<file path="src/rtl/slave_addr_match.sv">
module slave_addr_match #(
  parameter int AW = 7
) (
  input  logic        clk,
  input  logic        rst_n,
  input  logic [AW:0] own_cfg,
  input  logic [AW:0] mask_cfg,
  input  logic        ack_en,
  input  logic [AW:0] rx_byte,
  input  logic        addr_tick,
  input  logic        data_tick,
  input  logic        rx_role,
  output logic        addr_hit,
  output logic        gcall_hit,
  output logic        dir_read,
  output logic        ack_out,
  output logic [AW:0] mask_rd
);

  logic [AW-1:0] diff;
  logic          zero_field, own_eq, gc_eq;

  assign diff       = (rx_byte[AW:1] ^ own_cfg[AW:1]) & ~mask_cfg[AW:1];
  assign zero_field = (rx_byte[AW:1] == '0);
  assign own_eq     = ack_en && (diff == '0) && !zero_field;
  assign gc_eq      = ack_en && own_cfg[0] && zero_field && !rx_byte[0];
  assign mask_rd    = {mask_cfg[AW:1], 1'b0};

  always_ff @(posedge clk or negedge rst_n) begin
    if (!rst_n) begin
      addr_hit  <= 1'b0;
      gcall_hit <= 1'b0;
      dir_read  <= 1'b0;
      ack_out   <= 1'b0;
    end else if (addr_tick) begin
      addr_hit  <= own_eq;
      gcall_hit <= gc_eq;
      dir_read  <= rx_byte[0];
      ack_out   <= own_eq || gc_eq;
    end else if (data_tick) begin
      ack_out   <= ack_en && rx_role;
    end
  end

  assert_exclusive_R3: assert property (@(posedge clk) disable iff (!rst_n)
    $onehot0({addr_hit, gcall_hit}));

  assert_gc_gate_R3: assert property (@(posedge clk) disable iff (!rst_n)
    (addr_tick && !own_cfg[0]) |=> !gcall_hit);

  assert_dir_R4: assert property (@(posedge clk) disable iff (!rst_n)
    addr_tick |=> (dir_read == $past(rx_byte[0])));

  assert_ack_addr_R5: assert property (@(posedge clk) disable iff (!rst_n)
    addr_tick |=> (ack_out == (addr_hit || gcall_hit)));

  assert_ack_data_R6: assert property (@(posedge clk) disable iff (!rst_n)
    (data_tick && !addr_tick) |=> (ack_out == ($past(ack_en) && $past(rx_role))));

  assert_detach_R7: assert property (@(posedge clk) disable iff (!rst_n)
    (addr_tick && !ack_en) |=> (!addr_hit && !gcall_hit && !ack_out));

  assert_hold_R8: assert property (@(posedge clk) disable iff (!rst_n)
    (!addr_tick && !data_tick) |=> $stable({addr_hit, gcall_hit, dir_read, ack_out}));

endmodule

</file>
<file path="config.mk">
export PLATFORM = sky130hd
export DESIGN_NAME = slave_addr_match
export DESIGN_NICKNAME = d
export VERILOG_FILES = /design/src/rtl/slave_addr_match.sv
export SDC_FILE = /design/constraint.sdc
export NUM_CORES = 1
export LEC_CHECK = 0
export ABC_AREA = 1
export BUFFER_PORTS_ARGS = -buffer_cell sky130_fd_sc_hd__buf_4
export CORE_AREA = 2 2 39 41
export CTS_CLUSTER_DIAMETER = 30
export DETAILED_ROUTE_END_ITERATION = 6
export DIE_AREA = 0 0 41 43
export GPL_TIMING_DRIVEN = 0
export HOLD_SLACK_MARGIN = 0.06
export PLACE_DENSITY = 0.74
export SYNTH_ARGS = -nofsm -noshare
export SYNTH_HDL_FRONTEND = slang
export SYNTH_SLANG_ARGS = --single-unit
export TNS_END_PERCENT = 50
</file>
<file path="constraint.sdc">
create_clock -name clk -period 0.9 [get_ports clk]
set_input_delay 0 -clock clk [delete_from_list [all_inputs] [get_ports clk]]
set_output_delay 0 -clock clk [all_outputs]
set_load 0.02 [all_outputs]
</file>
==> metrics <==
row cnt 14; PwrDens 886 nW/um^2; IO buf count 39; Setup violations, final 0; Die Area 1760 sq um; Critical Path Start Type input pin; Mapped Area 440 sq um; initial antenna violation count 0; most common cell after layout, fill and taps aside buf_4; Die Width 41 um; hold path cells 3; Clock Skew 0 ps; GRT Total Usage 14.0%; Setup Buffers After CTS 0; post-route minimum period 852 ps; commonest cells after routing, fill and taps aside buf_4, nand2_1, inv_1; First-pass DRT Iterations 4; Setup WS pre-CTS a little over 90 ps; Reg clk slew, reported paths 30 ps; largest net degree at the start of global routing 7; cells after synthesis 77; Initial Util 31.8%; Setup WS post-layout ~48 ps; R2R depth 1; Routed met3 length between 150 and 200 um; routability cong. ~0.78; Syn-to-layout area delta 87.8%; clk buf depth 2; number of antenna repair diodes 0; CTS tree yes; Num CTS Buffers 3; clock sink count 4; maximum vdd drop 0.752 mV; Ports 42; Worst Hold Endpoint ack_out; initial DRC count 7; synthesized area per cell about 5.7 sq um; Reg-to-Reg Start gcall_hit; Root Driver clkbuf_4; Via Count 592; Critical Path Fanout Max 2; flop2flop setup slack 180 ps; placed cell area roughly 750 sq um; Worst Path Arrival just over 1000 ps; Post-Syn Nets 107; critical path class input pin to flop; Worst-Skew Late Latency around 230 ps; H-tree levels 1; remaining routing DRC violations 0; Pleak 0.499 nW; status completed; final net count 155; post-synth cell types 16; Worst Setup End Kind flop; met2 wire len 639 um; DR top layer met3; fin area roughly 830 sq um; die height 43 um; #FFs+latches synth 4; min-delay src addr_tick; vias in the first global route 494; Pwr Total 733 uW; worst hold path class input pin to flop; GRT overflow 0; post-detail-place hpwl 991 um; Reg-to-Reg End gcall_hit; Routed Antenna Nets 0; met1 WL ~430 um; Slew Viols, Final 0; Fmax 1170 MHz; final wirelength 1220 um; core area between 1000 and 1500 sq um; Final period util 94.6%; Critical Path RT 1060 ps; wire length per cell 8.81 um; share of layout cells above drive strength 1 between 40% and 50%; register area share after synthesis 22.7%; MaxCap Viol Count 0; Syn. warnings 0; Final Hold Viols 0; first-pass GRT wire length 1700 um; routed vias/inst 4.26
==> flip-flops by register name, summed over array words and instances, names as in the netlist <==
name       cells
ack_out        1
addr_hit       1
dir_read       1
gcall_hit      1
==> routing by layer <==
| layer | global-route usage (%) | vias up |
|---|---|---|
| li1 | - | 313 |
| met1 | 15.0 | 250 |
| met2 | 23.1 | 29 |
| met3 | 5.24 | 0 |
| met4 | 6.00 | 0 |
| met5 | 0 | - |
==> repair_timing <==
action                                  4_1_cts  5_1_grt
gates resized for setup                       0        3
hold endpoints to repair                      6        0
hold buffers                                  4        0
endpoints found under the setup margin        0        1
==> synthesized netlist by cell type <==
master     n  area share [%]
a21oi_1    3             3.4
a21oi_2    1             2.0
a22o_1     1             2.0
buf_4      8              14
conb_1     1            0.85
dfrtp_1    4              23
inv_1     16              14
nand2_1   22              19
nand2_2    1             1.4
nand3_1    7             8.0
nand3b_1   1             1.7
nor2_1     8             6.8
nor2_2     1             1.4
nor3_1     1             1.1
o21ai_1    1             1.1
or2_0      1             1.4
==> per-stage QoR <==
step	TNS, ps	hold slack, ps	utilization [%]	std cells
after floorplan	0	-296	-	77
after global placement	0	-201	54.4	132
after detailed placement	0	-201	54.4	132
after CTS	0	63.5	59.0	139
after global routing	-1.76	84.7	59.8	139
final	0	71.6	59.8	139
==> area by class of cell <==
class                           instances  area (sq um)
Buffer                                  8          60.1
Clock buffer                            3          22.5
Fill cell                             146           557
Inverter                               16          60.1
Multi-Input combinational cell         49           231
Sequential cell                         4           100
Tap cell                               16          20.0
Timing Repair Buffer                   43           333
==> how the worst max path moves through the flow <==
stage | startpoint | endpoint | depth (start not counted)
CTS | rx_byte[0] | ack_out | 5
global route | rx_byte[0] | ack_out | 5
detailed placement | rx_byte[7] | ack_out | 7
finish | rx_byte[0] | ack_out | 5
floorplan | gcall_hit | gcall_hit | 1
global placement | rx_byte[7] | ack_out | 7
==> worst max-delay path: stages <==
cell	delay (ps)
dlygate4sd3_1	530
buf_4	150
nor2_4	110
a21oi_1	80
a21oi_2	130
==> where the power goes <==
group	switching, mW	leakage (nW)	internal (mW)	total [mW]
clock network	0.0691	0.0138	0.149	0.218
logic	0.140	0.433	0.180	0.319
registers	0.00484	0.0527	0.191	0.196
==> logic make-up after synthesis <==
group / share of synthesized area (%)
AO/OA/AOI/OAI: 8.52
AND/OR/NAND/NOR: 40.6
other: 0.851
flip-flops: 22.7
buffers and inverters: 27.3
(Power assumes the default switching activity.)
